===== src/rtl/ppf_pkg.sv =====
package ppf_pkg;

    localparam int CW    = 8;   // bits per colour component
    localparam int CTL_W = 3;   // general control bits

    // red is most significant, blue least significant
    typedef struct packed {
        logic [CW-1:0] red;
        logic [CW-1:0] green;
        logic [CW-1:0] blue;
    } pixel_t;

    localparam int PIX_W = $bits(pixel_t);

    typedef struct packed {
        logic             de;
        logic             hs;
        logic             vs;
        logic [CTL_W-1:0] ctl;
    } sync_t;

    // pixel content only has meaning with data-enable high
    function automatic pixel_t blank_mask(pixel_t p, logic de);
        return de ? p : '0;
    endfunction

endpackage


===== src/rtl/ppf_pairer.sv =====
module ppf_pairer
    import ppf_pkg::*;
(
    input  logic   clk,
    input  logic   rst,
    input  logic   cfg_dual,
    input  logic   stb,
    input  pixel_t cur_pix,
    input  sync_t  cur_sync,
    output logic   load,
    output pixel_t even_q,
    output pixel_t odd_q,
    output sync_t  sync_q
);

    logic   slot;       // a first pixel is being held
    pixel_t hold_pix;
    sync_t  hold_sync;
    logic   take_hold;
    pixel_t n_even;
    pixel_t n_odd;
    sync_t  n_sync;

    always_comb begin
        load      = 1'b0;
        take_hold = 1'b0;
        n_even    = blank_mask(cur_pix, cur_sync.de);
        n_odd     = '0;
        n_sync    = cur_sync;
        if (stb) begin
            if (!cfg_dual) begin
                load = 1'b1;
            end else if (!slot) begin
                take_hold = 1'b1;
            end else begin
                load   = 1'b1;
                n_even = blank_mask(hold_pix, hold_sync.de);
                n_sync = hold_sync;
                if (cur_sync.de == hold_sync.de) begin
                    n_odd = blank_mask(cur_pix, cur_sync.de);
                end else begin
                    // enable changed mid-pair: flush alone, restart pairing
                    take_hold = 1'b1;
                end
            end
        end
    end

    always_ff @(posedge clk) begin
        if (rst) begin
            slot      <= 1'b0;
            hold_pix  <= '0;
            hold_sync <= '0;
            even_q    <= '0;
            odd_q     <= '0;
            sync_q    <= '0;
        end else begin
            if (load) begin
                even_q <= n_even;
                odd_q  <= n_odd;
                sync_q <= n_sync;
            end
            if (take_hold) begin
                hold_pix  <= cur_pix;
                hold_sync <= cur_sync;
            end
            if (stb && cfg_dual) begin
                slot <= take_hold;
            end
        end
    end

endmodule


===== src/rtl/ppf_clkgen.sv =====
module ppf_clkgen #(
    parameter int TICKS = 4
) (
    input  logic clk,
    input  logic rst,
    input  logic load,
    input  logic cfg_dual,
    input  logic cfg_rise,
    input  logic cfg_gate,
    input  logic de_q,
    output logic oclk
);

    localparam int PH_MAX = 2 * TICKS - 1;
    localparam int PH_W   = $clog2(2 * TICKS);

    logic [PH_W-1:0] ph;
    logic [PH_W-1:0] half;
    logic            second_half;

    always_ff @(posedge clk) begin
        if (rst) begin
            ph <= '0;
        end else if (load) begin
            ph <= '0;
        end else if (ph != PH_W'(PH_MAX)) begin
            ph <= ph + 1'b1;
        end
    end

    assign half        = cfg_dual ? PH_W'(TICKS) : PH_W'(TICKS / 2);
    assign second_half = (ph >= half);
    assign oclk        = (cfg_gate && !de_q) ? 1'b0
                       : (cfg_rise ? second_half : !second_half);

endmodule


===== src/rtl/ppf_stagger.sv =====
module ppf_stagger #(
    parameter int W     = 24,
    parameter int DEPTH = 2
) (
    input  logic         clk,
    input  logic         rst,
    input  logic [W-1:0] d,
    output logic [W-1:0] q
);

    logic [W-1:0] sh [DEPTH];

    always_ff @(posedge clk) begin
        if (rst) begin
            for (int i = 0; i < DEPTH; i++) sh[i] <= '0;
        end else begin
            sh[0] <= d;
            for (int i = 1; i < DEPTH; i++) sh[i] <= sh[i-1];
        end
    end

    assign q = sh[DEPTH-1];

endmodule


===== src/rtl/pix_pair_fmt.sv =====
module pix_pair_fmt #(
    parameter int TICKS = 4   // fast cycles per pixel, even and >= 2
) (
    input  logic                        clk,
    input  logic                        rst,
    input  logic                        pix_stb,
    input  logic                        pix_de,
    input  logic                        pix_hs,
    input  logic                        pix_vs,
    input  logic [ppf_pkg::CTL_W-1:0]   pix_ctl,
    input  logic [ppf_pkg::PIX_W-1:0]   pix_rgb,
    input  logic                        cfg_dual,
    input  logic                        cfg_gate,
    input  logic                        cfg_rise,
    input  logic                        cfg_stag_n,
    output logic [ppf_pkg::PIX_W-1:0]   out_even,
    output logic [ppf_pkg::PIX_W-1:0]   out_odd,
    output logic                        out_de,
    output logic                        out_hs,
    output logic                        out_vs,
    output logic [ppf_pkg::CTL_W-1:0]   out_ctl,
    output logic                        out_clk
);
    import ppf_pkg::*;

    localparam int STAG_D = TICKS / 2;   // quarter of a two-pixel period

    pixel_t cur_pix;
    sync_t  cur_sync;
    logic   load;
    pixel_t even_q;
    pixel_t odd_q;
    sync_t  sync_q;
    logic [PIX_W-1:0] even_late;
    logic   stag_on;

    assign cur_pix  = pixel_t'(pix_rgb);
    assign cur_sync = {pix_de, pix_hs, pix_vs, pix_ctl};

    ppf_pairer u_pair (
        .clk      (clk),
        .rst      (rst),
        .cfg_dual (cfg_dual),
        .stb      (pix_stb),
        .cur_pix  (cur_pix),
        .cur_sync (cur_sync),
        .load     (load),
        .even_q   (even_q),
        .odd_q    (odd_q),
        .sync_q   (sync_q)
    );

    ppf_clkgen #(.TICKS(TICKS)) u_clk (
        .clk      (clk),
        .rst      (rst),
        .load     (load),
        .cfg_dual (cfg_dual),
        .cfg_rise (cfg_rise),
        .cfg_gate (cfg_gate),
        .de_q     (sync_q.de),
        .oclk     (out_clk)
    );

    generate
        if (STAG_D > 0) begin : g_stag
            ppf_stagger #(.W(PIX_W), .DEPTH(STAG_D)) u_stag (
                .clk (clk),
                .rst (rst),
                .d   (even_q),
                .q   (even_late)
            );
        end else begin : g_nostag
            assign even_late = even_q;
        end
    endgenerate

    assign stag_on  = cfg_dual && !cfg_stag_n;
    assign out_even = stag_on ? even_late : even_q;
    assign out_odd  = odd_q;
    assign out_de   = sync_q.de;
    assign out_hs   = sync_q.hs;
    assign out_vs   = sync_q.vs;
    assign out_ctl  = sync_q.ctl;

endmodule


===== config.mk =====
export PLATFORM = sky130hd
export DESIGN_NAME = pix_pair_fmt
export DESIGN_NICKNAME = d
export VERILOG_FILES = /design/src/rtl/ppf_pkg.sv /design/src/rtl/ppf_pairer.sv /design/src/rtl/ppf_clkgen.sv /design/src/rtl/ppf_stagger.sv /design/src/rtl/pix_pair_fmt.sv
export SDC_FILE = /design/constraint.sdc
export NUM_CORES = 1
export LEC_CHECK = 0
export BUFFER_PORTS_ARGS = -buffer_cell sky130_fd_sc_hd__buf_2
export CORE_ASPECT_RATIO = 1.2
export CORE_MARGIN = 10
export CORE_UTILIZATION = 34
export CTS_CLUSTER_SIZE = 40
export DETAILED_ROUTE_END_ITERATION = 6
export PLACE_DENSITY = 0.62
export SYNTH_ARGS = -nofsm -noshare
export SYNTH_HDL_FRONTEND = slang
export SYNTH_SLANG_ARGS = --single-unit

===== constraint.sdc =====
create_clock -name clk -period 1.5 [get_ports clk]
set_input_delay 0.075 -clock clk [delete_from_list [all_inputs] [get_ports clk]]
set_output_delay 0.075 -clock clk [all_outputs]
set_load 0.02 [all_outputs]

# Word level (Yosys, flattened, before mapping)
# Memory sizes are Yosys's and may differ from the RTL's.
# Index checks and enable logic that the tools add are counted.
word_totals:
  ff_bits: 88
  ramBits: 48
  inputBits: 37
  output_inout_bits: 55
  word_cells: 61
  mem_count: 1
memory_table:
  columns: ["memory", "depth", "word_bits", "read_ports", "rd_clocked_by_memory_dff", "wr", "line_no", "rtl"]
  rows:
  - ["g_stag.u_stag.sh", 2, 24, 2, 0, 2, "ppf_stagger.sv:11", "logic [W-1:0] sh [DEPTH];"]
op_classes:
  n_addsub: 1
  order_cmp: 1
  n_eq_ne: 2
  n_mux: 28
  bitwise_logic: 2
  reduce_logical: 7
ops:
  columns: ["cell", "count"]
  rows:
  - ["$mux W24", 12]
  - ["$mux W6", 3]
  - ["$mux W1", 12]
  - ["$add A3 B1 Y3 const B", 1]
  - ["$ge A3 B3 Y1", 1]
  - ["$logic_and A1 B1 Y1", 3]
  - ["$logic_not A1 Y1", 3]
  - ["$mux W3", 1]
  - ["$ne A3 B3 Y1 const B", 1]
  - ["$or A1 B1 Y1", 2]
  - ["$reduce_or A2 Y1", 1]
  - ["$eq A1 B1 Y1", 1]

# Logic depth before layout (Yosys ltp)
# Gate-level depths: netlist of run 1.
depth:
  ltp_word: 5
  mapped_depth: 6
  ltp_nobuf: 5

# By module
# A second synthesis of run 1 with hierarchy kept.
hier_totals:
  cells_unflattened: 529
  area_unflattened_um2: 5527.8
by_module_without_submodules:
  columns: ["module", "instances", "cells_each", "area_per_inst_um2"]
  rows:
  - ["ppf_pairer", 1, 355, 3429.5]
  - ["ppf_stagger", 1, 125, 1485.2]
  - ["pix_pair_fmt", 1, 28, 410.4]
  - ["ppf_clkgen", 1, 21, 202.7]

# Least setup slack after synthesis of run 1
# No wires, ideal clock.
synth_timing:
  path_type: "register to output"
  start: "register u_clk.ph[1]"
  end: "output out_clk"
  arrival_time_ns: 1.615
  required_ns: 1.425
  path_slack_ns: -0.190
  stages_incl_launch_ff: 6
  cell_sequence: "dfxtp_1 inv_1 ha_1 and3b_1 or4_1 a21oi_1"
synth_between:
  elab_chain_cells: 4
synth_lines:
  columns: ["item", "line_no", "rtl"]
  rows:
  - ["from (decl)", "ppf_clkgen.sv:17", "logic [PH_W-1:0] ph;"]
  - ["from (signal assigned)", "ppf_clkgen.sv:27", "ph <= ph + 1'b1;"]
  - ["$ge A3 B3 Y1 (*)", "ppf_clkgen.sv:32", "assign second_half = (ph >= half);"]
  - ["$logic_not A1 Y1", "ppf_clkgen.sv:34", ": (cfg_rise ? second_half : !second_half);"]
  - ["$mux W1 (*)", "ppf_clkgen.sv:34", null]
  - ["$mux W1 (*)", "ppf_clkgen.sv:33", "assign oclk = (cfg_gate && !de_q) ? 1'b0"]
  - ["to (decl)", "pix_pair_fmt.sv:22", "output logic out_clk"]
# Every way passes the cells marked *; elsewhere a longest branch is shown, timed or not.

# Worst setup path in the final report of run 1
# Ends and elaborated chain as after synthesis.

==> summary.txt, run 1 <==
Outcome
  • Status: complete, but fails checks
  • Violated checks: negative setup slack

Floorplan
  • Die footprint: 19850 µm²
  • Initial core utilization: 34.58%
  • Die width: 130.3 µm
  • Ports: 92
  • Std-Cell Rows: 48
  • Core outline area: 14350 µm²
  • Die Y-Extent: 152.4 µm

Placed design
  • Cell area after placement: 5669 µm²
  • Last weighted congestion value of the routability-driven placer: 0.7879
  • Post-Place Setup Slack: -147.2 ps
  • Post-DP HPWL: 8381 µm
  • Port Buffers: 91

STA
  • Slew margin rel.: 69.21%
  • Slew @ Worst Pin: 458.0 ps
  • Final worst path period share: 132.6%
  • Final setup violation count: 1
  • Max Clk Rate: 502.6 MHz
  • Min Tclk post-route: 1990 ps
  • Hold Vio Cnt, Final: 0
  • Max-slew violations: 0
  • Worst setup margin: -489.7 ps
  • Final setup skew: 8.547 ps
  • RSZ-0062 raised after global routing: yes

CTS
  • CTS Buffer Depth: 2
  • Worst-path clk slew: 60 ps
  • TritonCTS clock tree: built
  • Root Driver: clkbuf_16
  • CTS Sinks: 136
  • H-Tree Level Count: 4
  • Clock insertion delay at the later pin of the skew report: 410 ps
  • Cts bufs inserted: 17

Setup path
  • Worst setup EP type: output pin
  • Setup CP Type: reg -> out
  • Crit-path max FO: 2
  • Critical path arrival: 1910 ps
  • WP data required: 1420 ps
  • Setup crit start kind: register

Drt
  • Final wirelength: 12130 µm
  • Post-DR vias/cell: 4.958
  • Vias post-DR: 3763
  • Iteration-0 DRC Markers: 188
  • DR WL/cell: 15.98 µm
  • Post-route ant nets: 0
  • DRC: 0
  • DRT Pass-1 Iters: 4

Logic synthesis
  • Post-synth EDFFs: 0
  • Avg Inst Size Synth: 11.03 µm²
  • Most used DFF post-synth: dfxtp_1
  • Synth Net Count: 491
  • Synth Warn #: 0
  • Seq/Total Area, Yosys: 54.85%
  • Post-Synth XOR/XNOR Area: 0.5042%
  • Synth Instances: 450
  • Cell area after synthesis: 4964 µm²
  • Post-Synth Simple-Gate Area: 13.34%
  • Cell variety after synth: 36
  • Adder-cell share of the synthesized area: 1.008%
  • Synth async-reset ratio: 0%
  • Synth Register Bits: 136
  • Compound-Gate Fraction of Synth Area: 18.43%
  • Largest family of logic cells by synthesized area: compound AO/OA/AOI/OAI gates
  • Multiplexer area fraction after synthesis: 6.857%

Cells and area
  • Final net count: 612
  • Area Growth Syn to Fin: 33.40%
  • Share of cells above drive strength 1: 31.16%
  • Ant diodes: 0
  • Final Cell Area: 6621 µm²
  • Post-Route Utilization: 46.13%

Power
  • Internal: 6.728 mW
  • Power Density: 1319 nW/µm²
  • Total Power: 8.735 mW
  • Clock power frac: 48.5%
  • Sequential power share: 43.4%
  • Combinational Power Share: 8.1%
  • VDD IR-drop max: 0.5829 mV
  • Switching share of power: 22.98%
  • Sw power: 2.007 mW
  • Leak: 2.911 nW

Global route
  • Initial antenna violation count: 0
  • Global route overflow: 0
  • Largest net degree at the start of global routing: 48
  • Global-route wire length before repair: 19700 µm
  • Vias in the first global route: 3776
  • Total GRT Usage: 12.43%

Run
  • Total of max-cap violations: 0

Worst hold path
  • Worst Hold Class: in -> reg
[cells in the mapped netlist, types with 2 or more instances]
cell type,number,share of area (%)
nand2_1,30,2.3
a22o_1,75,13
and3_1,2,0.25
a32oi_1,2,0.35
nand4_1,22,2.8
buf_1,2,0.15
o21ai_0,22,2.2
mux2_2,24,5.4
inv_1,5,0.38
buf_4,4,0.61
nand3_1,3,0.30
nor2_1,4,0.30
ha_1,4,1.0
buf_6,6,1.4
buf_2,16,1.6
dfxtp_1,136,55
a21o_1,2,0.30
mux2i_1,7,1.4
and2_1,2,0.25
a21oi_1,3,0.30
clkbuf_1,11,0.83
o2bb2ai_1,6,1.1
nor2b_1,49,6.2
[worst max-delay path, cell delays in order, from the launching register on]
cell and delay [ps]:
dfxtp_2 330, inv_2 50, ha_4 200, and3b_1 180, or4_4 500, a21oi_4 130
buf_6 130
[placed cells by master, fill, tap and decap left out, drive strengths merged]
cell type    count
dlygate4sd3     29
nand2           30
a21oi            4
nor2             5
o21ai           22
a211oi           1
ha               4
dfxtp          136
and3             2
o2111a           1
and4             1
or4              1
bufinv           3
a22o            75
nor2b           49
mux2i            7
clkinv           6
o31ai            2
clkinvlp         1
nand4           22
nand3            3
inv              9
o2bb2ai          6
buf            112
a21o             2
nand2b           1
and3b            1
clkbuf          19
mux2            24
a32oi            2
xor2             2
and2             2
[what timing repair did]
| action | in CTS | in global routing |
|---|---|---|
| pin swaps | 0 | 0 |
| endpoints found under the setup margin | 3 | 22 |
| gates cloned | 0 | 0 |
| setup buffers | 0 | 1 |
| hold buffers | 29 | 0 |
| hold endpoints to repair | 58 | 0 |
| resized for setup | 5 | 5 |
[path summary, 6_finish.rpt]
path / from / endpoint / slack (ps) / depth (start not counted)
hold / removal: rst / u_pair.hold_sync[5] / 20 / 3
hold reg to reg: g_stag.u_stag.sh[0][7] / g_stag.u_stag.sh[0][31] / 430 / 1
setup / recovery: u_clk.ph[1] / out_clk / -490 / 6
setup reg to reg: u_pair.hold_sync[5] / u_pair.hold_pix[19] / 130 / 4
[through the flow]
step / std cells / hold slack (ps) / setup TNS [ps]
final: 759 / 23.79 / -489.7
after global placement: 697 / 306.6 / -108.4
after CTS: 758 / 2.543 / -540.2
after global routing: 759 / 17.45 / -550.3
after floorplan: 450 / 200.5 / -23.38
after detailed placement: 697 / 314.7 / -173.8
[sequential cells by signal, summed over array words and instances, names as in the netlist]
signal            count
u_pair.hold_sync      6
u_clk.ph              3
u_pair.sync_q         6
u_pair.odd_q         24
u_pair.hold_pix      24
g_stag.u_stag.sh     48
u_pair.even_q        24
u_pair.slot           1
[power groups by stage]
stage | Clock (mW) | Sequential [mW] | Combinational, mW
floorplan | 0 | 3.85 | 0.402
global placement | 0 | 3.86 | 0.621
detailed placement | 0 | 3.86 | 0.639
CTS | 4.33 | 3.79 | 0.709
global route | 4.49 | 3.80 | 0.780
finish | 4.24 | 3.79 | 0.712
[routing by layer]
metal  vias up  global-route usage (%)  share of wire, %
met5         -                       0                 0
met2        99                   19.56                49
met3        12                   3.829               3.9
li1       1864                       -                 -
met1      1788                   15.57                46
met4         0                   4.399               1.1
[kinds of logic after synthesis]
group                    Yosys count
multiplexers                      31
buffers and inverters             45
AND/OR/NAND/NOR                  117
flip-flops                       136
AO/OA/AOI/OAI                    115
adder cells (fa/ha/maj)            4
XOR/XNOR                           2
[area by class of cell]
class / count / area, µm²
clock buffers: 19 / 442.9
clock inverters: 13 / 168.9
fillers: 1293 / 7732
inverters: 6 / 22.52
multi-input cells: 269 / 2049
flip-flops and latches: 136 / 2726
well taps: 175 / 219.0
repair buffers: 141 / 992.2
Note: power is estimated with default switching activity, not from simulation.
==> run 2, diff against run 1 <==
--- a/config.mk
+++ b/config.mk
@@ -12,6 +12,7 @@
 export CTS_CLUSTER_SIZE = 40
 export DETAILED_ROUTE_END_ITERATION = 6
 export PLACE_DENSITY = 0.62
+export SETUP_SLACK_MARGIN = 0.3
 export SYNTH_ARGS = -nofsm -noshare
 export SYNTH_HDL_FRONTEND = slang
 export SYNTH_SLANG_ARGS = --single-unit
==> summary.txt, run 2 (synthesized netlist as in run 1, its figures left out) <==
Global route
  • Global-route wire length before repair: 22100 µm (+12%)
  • Global route overflow: 0 (unchanged)
  • Initial antenna violation count: 0 (unchanged)
  • Vias in the first global route: 4050 (+7.3%)
  • Largest net degree at the start of global routing: 47 (-2.1%)
  • Total GRT Usage: 14.16% (+1.7 points)

Power
  • Switching share of power: 24.69% (+1.7 points)
  • Power Density: 1163 nW/µm² (-12%)
  • Sequential power share: 42.1% (-1.3 points)
  • Combinational Power Share: 12.0% (+3.9 points)
  • Leak: 3.354 nW (+15%)
  • Clock power frac: 45.9% (-2.6 points)
  • Total Power: 9.017 mW (+3.2%)
  • VDD IR-drop max: 0.8535 mV (+46%)
  • Internal: 6.791 mW (+0.93%)
  • Sw power: 2.226 mW (+11%)

CTS
  • CTS Sinks: 136 (unchanged)
  • Worst-path clk slew: 60 ps (about the same)
  • TritonCTS clock tree: built
  • H-Tree Level Count: 4 (unchanged)
  • Root Driver: clkbuf_16
  • Cts bufs inserted: 17 (unchanged)
  • Clock insertion delay at the later pin of the skew report: 430 ps (+20 ps)
  • CTS Buffer Depth: 2 (unchanged)

Cells and area
  • Ant diodes: 0 (unchanged)
  • Biggest register: g_stag.u_stag.sh
  • Max FFs per register: 48 (unchanged)
  • Final std cells w/o fill: 807 (+6.3%)
  • Most frequent cells in the layout: 113 x dfxtp_1, 75 x a22o_1, 65 x buf_2, 49 x nor2b_1, 41 x buf_6
  • Area Growth Syn to Fin: 56.14%
  • Share of cells above drive strength 1: 42.72% (+12 points)
  • Final net count: 660 (+7.8%)
  • Commonest non-fill, non-tap cell in the layout: dfxtp_1
  • Number of fillers in the final layout: 1148 (-11%)

STA
  • Final setup violation count: 1 (unchanged)
  • Slew @ Worst Pin: 438.9 ps (-19.09 ps)
  • Max Clk Rate: 499.8 MHz (-0.55%)
  • Slew margin rel.: 70.74% (+1.5 points)
  • Final worst path period share: 133.4% (+0.74 points)
  • Final setup skew: 18.38 ps (+9.836 ps)
  • Setup tns final: -500.7 ps (-11.05 ps)
  • Worst setup margin: -500.7 ps (-11.05 ps)
  • RSZ-0062 raised after global routing: yes
  • Hold Vio Cnt, Final: 0 (unchanged)
  • Max-slew violations: 0 (unchanged)
  • Min Tclk post-route: 2001 ps (+11.05 ps)
  • Worst hold slack: 78.35 ps (+54.56 ps)

Run
  • Total of max-cap violations: 0 (unchanged)

Placed design
  • Placed insts: 695 (-0.29%)
  • Last weighted congestion value of the routability-driven placer: 0.8078 (+2.5%)
  • Port Buffers: 91 (unchanged)
  • Post-DP HPWL: 8356 µm (-0.31%)

Outcome
  • Violated checks: negative setup slack
  • Status: complete, but fails checks

Drt
  • Final wirelength: 14980 µm (+23%)
  • Vias post-DR: 4085 (+8.6%)
  • Post-route ant nets: 0 (unchanged)
  • DR WL/cell: 18.56 µm (+16%)
  • DRC: 0 (unchanged)
  • Post-DR vias/cell: 5.062 (+2.1%)
  • Iteration-0 DRC Markers: 290 (+54%)
  • DRT Pass-1 Iters: 6 (+2)

Setup path
  • Crit-path max FO: 2 (unchanged)
  • Setup crit start kind: register
  • Setup CP Type: reg -> out
  • R2R Setup Slk: 120 ps (about the same)
  • WP data required: 1420 ps (about the same)
  • Worst setup EP type: output pin
  • Critical path arrival: 1930 ps (+20 ps)

Floorplan
  • Initial core utilization: 34.58% (unchanged)
  • Die Y-Extent: 152.4 µm (unchanged)
  • Ports: 92 (unchanged)
  • Die footprint: 19850 µm² (unchanged)
  • Std-Cell Rows: 48 (unchanged)
  • Die width: 130.3 µm (unchanged)
  • Core outline area: 14350 µm² (unchanged)

Worst hold path
  • Worst Hold Class: in -> reg
[run 2: cell types whose count changed in the layout (fill, tap and decap cells not counted), sizes merged]
cell,delta
clkinvlp,+2
dlygate4sd3,+1
buf,+36
clkbuf,+7
clkinv,-4
inv,+4
and3,+3
bufinv,-1
[run 2: through the flow]
step / setup slack (ps) / utilization [%] / instance area (µm²)
floorplan: -23.38 / - / 5029
global placement: -113.2 / 39.39 / 5654
detailed placement: -147.4 / 39.39 / 5654
CTS: -550.4 / 51.08 / 7332
global route: -553.4 / 53.99 / 7750
finish: -500.7 / 53.99 / 7750
[run 2: worst max-delay path, stage by stage, from the launching register on]
cell	delay, ps
dfxtp_2	330
inv_2	40
ha_4	190
and3b_1	180
or4_4	490
a21oi_4	130
buf_6	130
[run 2: path summary, 6_finish.rpt]
check | cells after the start | endpoint | start
max | 6 | out_clk | u_clk.ph[1]
min | 3 | u_pair.hold_sync[5] | pix_stb
max reg2reg | 6 | u_pair.hold_pix[2] | u_pair.hold_sync[5]
min reg2reg | 1 | g_stag.u_stag.sh[0][36] | g_stag.u_stag.sh[0][12]
[run 2: what timing repair did]
item | 4_1_cts | 5_1_grt
cloned | 10 | 9
buffers inserted | 27 | 4
hold buffers | 30 | 0
hold endpoints to repair | 62 | 0
gates resized for setup | 136 | 33
setup endpoints to repair | 110 | 108
pin swaps | 29 | 55
[run 2: power groups by stage]
stage               clock network, mW  registers, mW  logic (mW)
global placement                    0           3.86       0.625
global route                     4.38           3.80        1.15
detailed placement                  0           3.87       0.640
finish                           4.14           3.79        1.08
floorplan                           0           3.85       0.411
CTS                              4.21           3.79       0.942
[run 2: per-layer routing]
layer	track usage, %	part of all wire (%)	routed length [µm]	up-vias
li1	-	-	-	1979
met1	16.99	41	6201	1965
met2	22.49	51	7622	116
met3	3.585	4.4	663	25
met4	7.618	3.3	492	0
met5	0	0	0	-
[run 2: layout make-up]
type	instances	area, µm²	area share [%]
clock buffers	18	429.2	5.538
inverters	6	22.52	0.2906
clock inverters	14	160.2	2.067
multi-input cells	272	2340	30.19
repair buffers	186	1823	23.52
well taps	175	219.0	2.825
flip-flops and latches	136	2756	35.57
